## src/rtl/gpio_bank_pkg.sv

```systemverilog
package gpio_bank_pkg;
   localparam logic [3:0] GRP_DIR  = 4'h0;
   localparam logic [3:0] GRP_POL  = 4'h2;
   localparam logic [3:0] GRP_MODE = 4'h3;
   localparam logic [3:0] GRP_MASK = 4'h4;
   localparam logic [3:0] GRP_FLAG = 4'h5;
   localparam logic [3:0] GRP_OWN  = 4'h6;
   localparam logic [3:0] GRP_IN   = 4'h7;
   localparam logic [3:0] GRP_OUT  = 4'h8;

   function automatic logic grp_known(input logic [3:0] g);
      return (g == GRP_DIR) || (g == GRP_POL) || (g == GRP_MODE) ||
             (g == GRP_MASK) || (g == GRP_FLAG) || (g == GRP_OWN) ||
             (g == GRP_IN) || (g == GRP_OUT);
   endfunction
endpackage

```

## src/rtl/gpio_in_sync.sv

```systemverilog
module gpio_in_sync #(
   parameter int W      = 30,
   parameter int STAGES = 2
) (
   input  logic         clk,
   input  logic         rst_n,
   input  logic [W-1:0] d,
   output logic [W-1:0] q
);
   if (STAGES < 2) begin : g_bad_stages
      $error("gpio_in_sync: STAGES must be at least 2");
   end

   logic [W-1:0] chain_q [STAGES];

   for (genvar s = 0; s < STAGES; s++) begin : g_stage
      always_ff @(posedge clk or negedge rst_n) begin
         if (!rst_n)      chain_q[s] <= '0;
         else if (s == 0) chain_q[s] <= d;
         else             chain_q[s] <= chain_q[(s == 0) ? 0 : s-1];
      end
   end

   assign q = chain_q[STAGES-1];

   if (STAGES == 2) begin : g_chk
      logic [1:0] primed_q;
      always_ff @(posedge clk or negedge rst_n) begin
         if (!rst_n)               primed_q <= '0;
         else if (primed_q != 2'd2) primed_q <= primed_q + 2'd1;
      end
      // two-edge latency from pad to synchronized value
      p_sync_latency_r4: assert property (@(posedge clk)
         disable iff (!rst_n || primed_q != 2'd2) q == $past(d, 2));
   end
endmodule

```

## src/rtl/gpio_trig_detect.sv

```systemverilog
module gpio_trig_detect #(
   parameter int W = 30
) (
   input  logic [W-1:0] cur,
   input  logic [W-1:0] prev,
   input  logic [W-1:0] pol,
   input  logic [W-1:0] mode,
   output logic [W-1:0] hit
);
   for (genvar i = 0; i < W; i++) begin : g_pin
      logic at_level;
      logic moved;
      assign at_level = (cur[i] == pol[i]);
      assign moved    = cur[i] ^ prev[i];
      assign hit[i]   = at_level & (~mode[i] | moved);
   end
endmodule

```

## src/rtl/gpio_pin_bank.sv

```systemverilog
module gpio_pin_bank
   import gpio_bank_pkg::*;
#(
   parameter int PINS        = 30,
   parameter int DW          = 32,
   parameter int SYNC_STAGES = 2
) (
   input  logic            clk,
   input  logic            rst_n,
   input  logic [3:0]      grp,
   input  logic            sel,
   input  logic            we,
   input  logic [PINS-1:0] wdata,
   output logic [DW-1:0]   rd_word,
   input  logic [PINS-1:0] pad_in,
   output logic [PINS-1:0] pad_out,
   output logic [PINS-1:0] pad_oe,
   output logic            irq
);
   logic [PINS-1:0] dir_q, pol_q, mode_q, mask_q, flag_q, own_q, dout_q;
   logic [PINS-1:0] sync_q, prev_q, hit, flag_d, rd_pins;
   logic            wr_hit, wr_flag;

   assign wr_hit  = we & sel;
   assign wr_flag = wr_hit && (grp == GRP_FLAG);

   gpio_in_sync #(.W(PINS), .STAGES(SYNC_STAGES)) u_sync (
      .clk(clk), .rst_n(rst_n), .d(pad_in), .q(sync_q));

   gpio_trig_detect #(.W(PINS)) u_detect (
      .cur(sync_q), .prev(prev_q), .pol(pol_q), .mode(mode_q), .hit(hit));

   always_ff @(posedge clk or negedge rst_n) begin
      if (!rst_n) begin
         dir_q  <= '1;
         pol_q  <= '0;
         mode_q <= '0;
         mask_q <= '0;
         own_q  <= '0;
         dout_q <= '0;
      end else if (wr_hit) begin
         case (grp)
            GRP_DIR:  dir_q  <= wdata;
            GRP_POL:  pol_q  <= wdata;
            GRP_MODE: mode_q <= wdata;
            GRP_MASK: mask_q <= wdata;
            GRP_OWN:  own_q  <= wdata;
            GRP_OUT:  dout_q <= wdata;
            default:  ;
         endcase
      end
   end

   // a new event wins over an acknowledge in the same cycle
   assign flag_d = (wr_flag ? (flag_q & wdata) : flag_q) | hit;

   always_ff @(posedge clk or negedge rst_n) begin
      if (!rst_n) begin
         flag_q <= '0;
         prev_q <= '0;
      end else begin
         flag_q <= flag_d;
         prev_q <= sync_q;
      end
   end

   always_comb begin
      case (grp)
         GRP_DIR:  rd_pins = dir_q;
         GRP_POL:  rd_pins = pol_q;
         GRP_MODE: rd_pins = mode_q;
         GRP_MASK: rd_pins = mask_q;
         GRP_FLAG: rd_pins = flag_q;
         GRP_OWN:  rd_pins = own_q;
         GRP_IN:   rd_pins = sync_q;
         GRP_OUT:  rd_pins = dout_q;
         default:  rd_pins = '0;
      endcase
   end

   assign rd_word = DW'(rd_pins);
   assign pad_out = dout_q;
   assign pad_oe  = own_q & ~dir_q;
   assign irq     = |(dir_q & flag_q & mask_q);

   // a detected trigger is latched on the next edge
   p_flag_set_r5: assert property (@(posedge clk) disable iff (!rst_n)
      (|hit) |=> ((flag_q & $past(hit)) == $past(hit)));
   // a flag only falls after an acknowledge write
   p_flag_clear_r7: assert property (@(posedge clk) disable iff (!rst_n)
      (|($past(flag_q) & ~flag_q)) |-> $past(wr_flag));
   // the bank line needs a flagged input pin
   p_irq_src_r8: assert property (@(posedge clk) disable iff (!rst_n)
      irq |-> |(dir_q & flag_q));
   // the input group is never written from the bus
   p_in_readonly_r11: assert property (@(posedge clk) disable iff (!rst_n)
      (wr_hit && grp == GRP_IN) |=> $stable(dir_q) && $stable(dout_q));
endmodule

```

## src/rtl/gpio_multibank.sv

```systemverilog
module gpio_multibank
   import gpio_bank_pkg::*;
#(
   parameter int NBANK       = 3,
   parameter int PINS        = 30,
   parameter int DW          = 32,
   parameter int AW          = 8,
   parameter int SYNC_STAGES = 2
) (
   input  logic                  clk,
   input  logic                  rst_n,
   input  logic [AW-1:0]         bus_addr,
   input  logic                  bus_we,
   input  logic [DW-1:0]         bus_wdata,
   output logic [DW-1:0]         bus_rdata,
   input  logic [NBANK*PINS-1:0] pad_in,
   output logic [NBANK*PINS-1:0] pad_out,
   output logic [NBANK*PINS-1:0] pad_oe,
   output logic [NBANK-1:0]      bank_irq
);
   localparam int SLOT_W = 2;
   localparam int NSLOT  = 1 << SLOT_W;

   if (AW < 8)         begin : g_bad_aw    $error("gpio_multibank: AW below 8");    end
   if (NBANK > NSLOT)  begin : g_bad_nbank $error("gpio_multibank: too many banks"); end
   if (PINS > DW)      begin : g_bad_pins  $error("gpio_multibank: PINS over DW");  end

   logic [3:0]        grp;
   logic [SLOT_W-1:0] slot;
   logic              hi_zero, slot_ok;
   logic [DW-1:0]     rd_word [NBANK];

   assign grp  = bus_addr[7:4];
   assign slot = bus_addr[3:2];

   if (AW > 8) begin : g_hi
      assign hi_zero = ~|bus_addr[AW-1:(AW > 8 ? 8 : 0)];
   end else begin : g_nohi
      assign hi_zero = 1'b1;
   end

   if (PINS < DW) begin : g_unused_w
      logic unused_wbits;
      assign unused_wbits = ^bus_wdata[DW-1:(PINS < DW ? PINS : 0)];
   end
   logic unused_abits;
   assign unused_abits = ^bus_addr[1:0];

   assign slot_ok = hi_zero && (32'(slot) < NBANK);

   for (genvar b = 0; b < NBANK; b++) begin : g_bank
      logic sel_b;
      assign sel_b = hi_zero && (slot == SLOT_W'(b));
      gpio_pin_bank #(.PINS(PINS), .DW(DW), .SYNC_STAGES(SYNC_STAGES)) u_bank (
         .clk     (clk),
         .rst_n   (rst_n),
         .grp     (grp),
         .sel     (sel_b),
         .we      (bus_we),
         .wdata   (bus_wdata[PINS-1:0]),
         .rd_word (rd_word[b]),
         .pad_in  (pad_in[b*PINS +: PINS]),
         .pad_out (pad_out[b*PINS +: PINS]),
         .pad_oe  (pad_oe[b*PINS +: PINS]),
         .irq     (bank_irq[b]));
   end

   always_comb begin
      bus_rdata = '0;
      for (int b = 0; b < NBANK; b++) begin
         if (hi_zero && slot == SLOT_W'(b)) bus_rdata = rd_word[b];
      end
   end

   // unmapped addresses read back zero
   p_unmapped_zero_r10: assert property (@(posedge clk) disable iff (!rst_n)
      !(slot_ok && grp_known(grp)) |-> bus_rdata == '0);
   // the two spare bits never read as set
   p_spare_bits_r1: assert property (@(posedge clk) disable iff (!rst_n)
      bus_rdata[DW-1:DW-2] == 2'b00);
endmodule

```

## config.mk

```make
export PLATFORM = sky130hd
export DESIGN_NAME = gpio_multibank
export DESIGN_NICKNAME = d
export VERILOG_FILES = /design/src/rtl/gpio_bank_pkg.sv /design/src/rtl/gpio_in_sync.sv /design/src/rtl/gpio_trig_detect.sv /design/src/rtl/gpio_pin_bank.sv /design/src/rtl/gpio_multibank.sv
export SDC_FILE = /design/constraint.sdc
export NUM_CORES = 1
export LEC_CHECK = 0
export BUFFER_PORTS_ARGS = -buffer_cell sky130_fd_sc_hd__buf_4
export CORE_UTILIZATION = 30
export CTS_BUF_LIST = sky130_fd_sc_hd__clkbuf_4 sky130_fd_sc_hd__clkbuf_8
export DETAILED_ROUTE_END_ITERATION = 10
export GPL_ROUTABILITY_DRIVEN = 0
export PLACE_DENSITY = 0.46
export SLEW_MARGIN = 20
export SYNTH_ARGS = -nofsm -noshare
export SYNTH_HDL_FRONTEND = slang
export SYNTH_SLANG_ARGS = --single-unit
export TNS_END_PERCENT = 5
```

## constraint.sdc

```tcl
create_clock -name clk -period 1.8 [get_ports clk]
set_clock_uncertainty 0.1 [all_clocks]
set_input_delay 0.18 -clock clk [delete_from_list [all_inputs] [get_ports clk]]
set_output_delay 0.18 -clock clk [all_outputs]
set_load 0.05 [all_outputs]
```

== After elaboration in Yosys (flattened, before gate mapping) ==
Index checks and enable logic that the tools add are counted.

* Input bits: 133
* Flip-flop bits (word level): 900
* Output and inout bits: 215

* Bitwise operators: 381
* Reduce and logical (&&, ||, !) cells: 26
* Eq/ne operators: 99
* Mux-type cells: 9

{| class="wikitable"
|+ Operators by type and width
! operator !! number
|-
| one-hot mux 30 bit (8 select lines) || 3
|-
| AND 30 bit || 12
|-
| 2-to-1 mux 30 bit || 6
|-
| AND 1 bit || 93
|-
| == test 1 bit || 90
|-
| inverter 1 bit || 90
|-
| inverter 30 bit || 3
|-
| OR 1 bit || 90
|-
| OR 30 bit || 3
|-
| OR reduction 30 bit || 3
|-
| XOR 1 bit || 90
|-
| AND reduction 2 bit || 18
|-
| == test 4 x 3 -> 1 bit (second input constant) || 4
|-
| == test 4 x 2 -> 1 bit (second input constant) || 2
|-
| == test 4 bit (second input constant) || 1
|-
| zero test 4 bit || 1
|-
| logical AND 1 bit || 3
|-
| == test 2 x 1 -> 1 bit (second input constant) || 1
|-
| == test 2 bit (second input constant) || 1
|-
| zero test 2 bit || 1
|}

== Longest topological paths before layout ==
Gate-level depths: netlist of run 1.

* Word-level depth: 5
* Depth in mapped cells: 9
* Depth with buffers taken out: 5

== By module ==
Synthesis of run 1 repeated with hierarchy kept, for this count alone.

* Cell total of the unflattened synthesis: 3091
* Area, all modules: 39888.3 um^2

{| class="wikitable"
|+ Modules (own cells, without submodules)
! module !! area each (um^2) !! cells an instance !! times used
|-
| gpio_pin_bank || 10465.0 || 794 || 3
|-
| gpio_in_sync || 1726.7 || 90 || 3
|-
| gpio_trig_detect || 788.3 || 120 || 3
|-
| gpio_multibank || 948.4 || 79 || 1
|}

== Worst setup path after synthesis of run 1 ==
Ideal clock, no wire load.

* Kind: input port to output port
* Start point: input port bus_addr[5]
* End point: output port bus_rdata[6]
* Slack: -1.344 ns
* Stages: 8
* Required time: 1.520 ns
* Arrival time: 2.864 ns
* Buffers on the path: 3
* Path through: buf_6 > buf_12 > buf_6 > nor3_4 > a22oi_1 > o22ai_1 > nor3_1 > nor4b_1

* Longest elaborated chain between the ends: 5
* Elaborated cells between the ends (all ways): 14
* Those cells by class: 7 x eq/ne; 6 x mux; 1 x reduce/logical

{| class="wikitable"
|+ Ends and longest elaborated chain
! element !! RTL line !! text
|-
| start, declared || gpio_multibank.sv:12 || <nowiki>input logic [AW-1:0] bus_addr,</nowiki>
|-
| == test 4 bit (tied with other cells) || gpio_pin_bank.sv:68 || <nowiki>case (grp)</nowiki>
|-
| one-hot mux 30 bit (8 select lines) || gpio_pin_bank.sv:68 ||
|-
| 2-to-1 mux 30 bit (2 in series) || gpio_multibank.sv:71 || <nowiki>if (hi_zero && slot == SLOT_W'(b)) bus_rdata = rd_word[b];</nowiki>
|-
| 2-to-1 mux 30 bit (*) || gpio_multibank.sv:71 ||
|-
| end, declared || gpio_multibank.sv:15 || <nowiki>output logic [DW-1:0] bus_rdata,</nowiki>
|}

Every way passes the cells marked *; elsewhere a longest branch is shown, timed or not.

== Final worst setup path of run 1 ==
* Start point: register g_bank[0].u_bank.mask_q[6]
* End point: output port bank_irq[0]

* Longest elaborated chain between the ends: 2

{| class="wikitable"
|+ Ends and longest elaborated chain
! element !! RTL line !! text
|-
| start, declared || gpio_pin_bank.sv:20 || <nowiki>logic [PINS-1:0] dir_q, pol_q, mode_q, mask_q, flag_q, own_q, dout_q;</nowiki>
|-
| start signal, assigned || gpio_pin_bank.sv:46 || <nowiki>GRP_MASK: mask_q <= wdata;</nowiki>
|-
| AND 30 bit || gpio_pin_bank.sv:84 || <nowiki>assign irq = |(dir_q & flag_q & mask_q);</nowiki>
|-
| OR reduction 30 bit || gpio_pin_bank.sv:84 ||
|-
| end, declared || gpio_multibank.sv:19 || <nowiki>output logic [NBANK-1:0] bank_irq</nowiki>
|}

Every way passes these cells.

==> results of run 1 <==
## metal layers
metal | vias to the layer above | wire length, um
met5 | - | 78
met3 | 355 | 14000
met2 | 1504 | 86500
li1 | 14500 | -
met1 | 17700 | 83300
met4 | 12 | 8160
## logic make-up after synthesis
group           Yosys count  share of synthesized area
other cells               1                  0.0000946
buf+inv                 249                     0.0338
compound gates          670                      0.120
mux                     667                      0.187
simple gates            625                     0.0877
flops                   900                      0.571
## placed cells by master (no fill, tap or decap), types with 12 or more instances in the layout
| master | instances |
|---|---|
| buf_8 | 93 |
| dfstp_2 | 90 |
| nor2_1 | 42 |
| dfrtp_1 | 750 |
| a22oi_1 | 131 |
| buf_4 | 784 |
| a32oi_1 | 12 |
| mux2i_1 | 107 |
| clkinv_2 | 15 |
| and3_4 | 20 |
| o22ai_1 | 57 |
| dfrtp_2 | 60 |
| a221oi_1 | 18 |
| dlygate4sd3_1 | 215 |
| a21oi_1 | 31 |
| nand4_1 | 16 |
| nand3_1 | 118 |
| o21ai_1 | 15 |
| a31oi_2 | 14 |
| nor2b_1 | 103 |
| a221o_1 | 14 |
| clkbuf_8 | 209 |
| and3_1 | 14 |
| buf_12 | 106 |
| a31oi_1 | 19 |
| o311ai_0 | 90 |
| buf_6 | 235 |
| nand2_1 | 127 |
| nor2b_4 | 78 |
| o221ai_1 | 15 |
| mux2_2 | 530 |
| a22o_1 | 14 |
| mux2_1 | 20 |
| o21ai_0 | 126 |
| nor2b_2 | 13 |
| clkbuf_4 | 66 |
## registers in the layout, summed over array words and instances, names as in the netlist
| name | count |
|---|---|
| g_bank.u_bank.dir_q | 90 |
| g_bank.u_bank.flag_q | 90 |
| g_bank.u_bank.mask_q | 90 |
| g_bank.u_bank.mode_q | 90 |
| g_bank.u_bank.own_q | 90 |
| g_bank.u_bank.pad_out | 90 |
| g_bank.u_bank.pol_q | 90 |
| g_bank.u_bank.prev_q | 90 |
| g_bank.u_bank.u_sync.chain_q | 90 |
| g_bank.u_bank.u_sync.q | 90 |
## power breakdown
group	internal (W)	total, W	switching (W)
Clock	0.0125	0.0221	0.00958
Sequential	0.0224	0.0243	0.00190
Combinational	0.00665	0.0140	0.00731
Total	0.0416	0.0604	0.0188
## worst min-delay path: stages
cell and delay, ns:
dlygate4sd3_1 0.53, buf_4 0.26, mux2_1 0.17
## how the worst max path moves through the flow
| stage | to | start | slack [ns] | cells after the start |
|---|---|---|---|---|
| after floorplan | bus_rdata[1] | bus_addr[6] | -0.39 | 7 |
| after global placement | bus_rdata[22] | bus_addr[5] | -1.06 | 11 |
| after detailed placement | bus_rdata[22] | bus_addr[5] | -1.01 | 11 |
| after CTS | bank_irq[1] | g_bank[1].u_bank.mask_q[2] | -1.42 | 7 |
| after global routing | bus_rdata[20] | g_bank[1].u_bank.dir_q[20] | -1.41 | 6 |
| final | bank_irq[0] | g_bank[0].u_bank.mask_q[6] | -1.30 | 6 |
## layout make-up
cell class,instances,share of cell area
flip-flops and latches,900,0.377
multi-input cells,1964,0.289
repair buffers,1433,0.236
clock buffers,275,0.0560
well taps,1742,0.0362
clock inverters,34,0.00629
inverters,6,0.000374
diodes,1,0.0000415
## through the flow
step                      setup TNS (ns)  hold WS, ns  total power, W
after global routing              -81.85       0.0851          0.0626
after detailed placement         -315.34      -0.0399          0.0363
after global placement           -307.50      -0.0337          0.0362
after floorplan                    -9.33       -0.216          0.0296
final                             -68.18        0.128          0.0604
after CTS                         -88.80      0.00935          0.0604
## timing repair
item	CTS	global route
setup buffers	2	9
pin swaps	29	33
cloned	0	0
setup endpoints to repair	213	213
hold endpoints to repair	1620	0
hold buffers	216	0
resized for setup	624	197
==> impl_metrics.ini, run 1 <==
[outcome]
status = finished with violations
violations = negative setup slack

[global_routing]
grt.met1_usage = 0.393
grt_usage = 0.288
overflow = 0
grt_use_met2 = 0.441
grt_pass1_wl_mm = 268
met3_usage = 0.0610
grt_busiest_layer = met2
grt_max_degree = 103
grt_pass1_vias = 34400
antenna_found_initial = 17

[finish]
syn_to_final_growth_pct = 52.1
regArea_sq_mm = 0.0227
fin_nets = 4604
multi_input_comb_area_sq_mm = 0.0174
drive_above_1_share = 0.539
final_area_sq_mm = 0.0603
stdcell_count = 6355
fillers = 12000
fin_util = 0.462

[clock_tree]
insertion_delay_ns = 0.94
clk_path_buf_depth = 3
cts_tree = built
cts.sinks = 900
cts_made_buffers = 166
clk_pin_slew_worst_paths_ns = 0.06
htreeDepth = 4
ctsRootBufferMaster = clkbuf_8

[synthesis]
yosysWarnings = 0
synth_top_cell_by_area = dfrtp_1
synth_top_area_frac = 0.511
synth_area_sq_mm = 0.0396
yosysMostFrequentCell = dfrtp_1
syn_area_per_cell_sq_um = 12.7
synth_cells = 3112
ys_top_cells_by_count = dfrtp_1 (810), mux2_2 (532), nor2b_1 (193)
ys_async_sr_fraction = 1.00
synth_edf_count = 0
synth_seq_cells = 900
ys_types = 89
synth_area_leaders = dfrtp_1 (51%), mux2_2 (15%), dfstp_2 (6.0%)
synth_ff_type = dfrtp_1
ys_seq_area_frac = 0.571

[placed_design]
dp_hpwl_mm = 141
dp.cells = 5823
numPortBuffers = 341
placed_area_sq_mm = 0.0513
pre_cts_ws_ns = -1.01

[worst_hold_path]
whs_path_depth = 3
hold_class = input pin to flip-flop
hold_start = bus_wdata[7]
min_to = g_bank[2].u_bank.own_q[7]

[floorplanning]
die_y_um = 365
ios = 348
die_w_um = 365
rows = 132
initial_core_util = 0.304
die_area_sq_mm = 0.134
core_sq_mm = 0.130

[drt]
drt_pre_antenna_iters = 6
ant_nets = 0
wirelength_mm = 192
wl_per_cell_um = 30.2
drc = 0
num_vias = 34000
drt_iter0_drc = 3106
vias_per_cell = 5.36

[power_and_ir_drop]
ir_drop_uv = 746
power_density_mw_per_mm2 = 1000
leakage_nw = 26.6

[setup_path]
crit_family = simple AND/OR/NAND/NOR gates
reg2reg_slack_ns = 0.33
rr_worst_depth = 2
cp_max_fo = 2
slowest_stage = or4_4
end_kind = output pin
timing.rr.start = g_bank[1].u_bank.pol_q[2]
cp.required_ns = 1.52
slowest_delay_ns = 0.63
start_kind = flip-flop
worstPathCellList = and3_4 -> a31oi_4 -> buf_4 -> nand4_1 -> or4_4 -> buf_8
arrival_ns = 2.82
critical_path_buf_inv_count = 2
crit_type = flip-flop to output pin
r2r-end = g_bank[1].u_bank.pol_q[2]

[sta]
fin_ws_ns = -1.30
fin_crit_sh = 1.72
min_period_ns = 3.10
relSlewSlack = 0.504
hold_viol = 0
fmax_ghz = 0.322
worst_pin_slew_ns = 0.744
rsz0062_at_grt = yes
maxSlewViolCount = 0
setup_violations = 212

[run]
drv_cap = 0
(Power assumes the default switching activity.)
==> inputs of run 2 (changes only) <==
- CTS_BUF_LIST: sky130_fd_sc_hd__clkbuf_4 sky130_fd_sc_hd__clkbuf_8 -> sky130_fd_sc_hd__clkbuf_8
==> run 2 against run 1 <==
  * Highest routed layer unchanged
  * Combinational power hardly changed
  * Critical endpoint is now bus_rdata[20]
  * The flow still finishes with violations (negative setup slack)
  * Hold slack gained 0.0013 ns
  * Via count increased by 0.28%
  * Sequential share of layout area up 0.14 points
  * Clock-buffer cell count is 66 lower
  * Register-to-register slack about the same
  * Final cell count hardly changed
  * Critical path depth did not move
  * Largest power group unchanged
  * Global-route usage is essentially flat
  * Flip-flop and latch count unchanged
  * Design area fell by 0.37%
  * Die area did not move
==> impl_metrics.ini, run 2 (same netlist as run 1, synthesis figures left out) <==
[setup_path]
end_kind = output pin
crit_type = flip-flop to output pin
crit_family = compound AO/OA/AOI/OAI gates
arrival_ns = 2.85
cp.required_ns = 1.52
start_kind = flip-flop
startpoint = g_bank[1].u_bank.dir_q[20]
timing.rr.start = g_bank[1].u_bank.pol_q[2]
reg2reg_slack_ns = 0.33
cp_max_fo = 2
worstPathCellList = nor4b_4 -> a31oi_1 -> a21oi_1 -> o21ai_2 -> a2111oi_4 -> buf_6
slowest_delay_ns = 0.54
critical_path_buf_inv_count = 1
slowest_stage = a2111oi_4

[clock_tree]
insertion_delay_ns = 0.94
htreeDepth = 4
ctsRootBufferMaster = clkbuf_8
cts_tree = built
clk_path_buf_depth = 3
cts.sinks = 900
clk_pin_slew_worst_paths_ns = 0.06
cts_made_buffers = 166

[sta]
fin_ws_ns = -1.33
hold_viol = 0
fin_crit_sh = 1.74
worst_pin_slew_ns = 0.709
holdWs_ns = 0.129
rsz0062_at_grt = yes
fmax_ghz = 0.320
relSlewSlack = 0.527
maxSlewViolCount = 0
min_period_ns = 3.13
setup_violations = 212

[power_and_ir_drop]
ir_drop_uv = 755
power_density_mw_per_mm2 = 983
total_power_w = 0.0590
leakage_nw = 26.6

[drt]
wl_met2_mm = 86.5
wl_met1_mm = 83.8
drc = 0
highest_layer = met5
ant_nets = 0
drt_pre_antenna_iters = 5
wl_per_cell_um = 30.2
wirelength_mm = 192
dr_wl_met3_mm = 13.5
drt_iter0_drc = 3142
vias_per_cell = 5.37
num_vias = 34100

[global_routing]
overflow = 0
grt_pass1_wl_mm = 268
grt_pass1_vias = 34400
antenna_found_initial = 17
grt_max_degree = 103
grt_usage = 0.287

[finish]
drive_above_1_share = 0.525
stdcell_count = 6358
multi_input_comb_area_sq_mm = 0.0174
final_common_cell = buf_4
fillers = 12100
most-common-layout-cells = buf_4 (782), dfrtp_1 (750), mux2_2 (530), buf_6 (237), dlygate4sd3_1 (215)
syn_to_final_growth_pct = 51.5
fin_nets = 4605
regArea_sq_mm = 0.0227

[placed_design]
pre_cts_ws_ns = -1.01
dp_hpwl_mm = 141
numPortBuffers = 341
dp.cells = 5823

[floorplanning]
ios = 348
die_area_sq_mm = 0.134
die_w_um = 365
rows = 132
die_y_um = 365
initial_core_util = 0.304
core_sq_mm = 0.130

[run]
drv_cap = 0

[outcome]
violations = negative setup slack
status = finished with violations

[worst_hold_path]
hold_class = input pin to flip-flop
hold_start = bus_wdata[7]
[run 2: cell types whose count changed in the layout (fill, tap and decap cells not counted), sizes merged]
cell / before / now
buf: 1218 / 1219
clkbuf: 275 / 209
diode: 1 / 3
inv: 14 / 80
[run 2: worst paths after layout]
check                                                end  cells past startpoint
max                                        bus_rdata[20]                      6
min                            g_bank[2].u_bank.own_q[7]                      3
max reg2reg                    g_bank[1].u_bank.pol_q[2]                      2
min reg2reg                g_bank[2].u_bank.u_sync.q[13]                      0
max in group asynchronous     g_bank[0].u_bank.dir_q[24]                      6
min in group asynchronous     g_bank[1].u_bank.mask_q[7]                      4
[run 2: per-layer routing]
layer | global-route usage | vias up
li1 | - | 14400
met1 | 0.394 | 17800
met2 | 0.441 | 1502
met3 | 0.0587 | 363
met4 | 0.119 | 12
met5 | 0 | -
[run 2: layout make-up]
cell class                 instances  share of cell area
tap                             1742              0.0363
timing repair buffer            1434               0.237
inverter                           6            0.000375
antenna                            3            0.000125
clock inverter                   100              0.0104
clock buffer                     209              0.0479
sequential                       900               0.378
multi-input combinational       1964               0.290
[run 2: what timing repair did]
| item | 4_1_cts | 5_1_grt |
|---|---|---|
| buffers inserted | 2 | 10 |
| gates resized for setup | 625 | 198 |
| endpoints found under the setup margin | 213 | 213 |
| hold endpoints to repair | 1620 | 0 |
| hold buffers | 216 | 0 |
| pin swaps | 29 | 37 |
[run 2: power breakdown]
part           internal, W  switching, W
clock               0.0111       0.00959
sequential          0.0224       0.00190
combinational      0.00666       0.00732
[run 2: per-stage QoR]
step,area [sq um],TNS [ns],utilization
3_5_place_dp,51300,-315.34,0.393
3_3_place_gp,51300,-307.50,0.393
4_1_cts,59200,-88.91,0.454
5_1_grt,60000,-81.96,0.461
2_1_floorplan,39900,-9.33,-
6_report,60000,-69.81,0.461
[run 2: tightest hold or removal path, delay by kind of cell]
kind / cells / cell delay [ns]
buffers and inverters: 2 / 0.79
multiplexers: 1 / 0.17
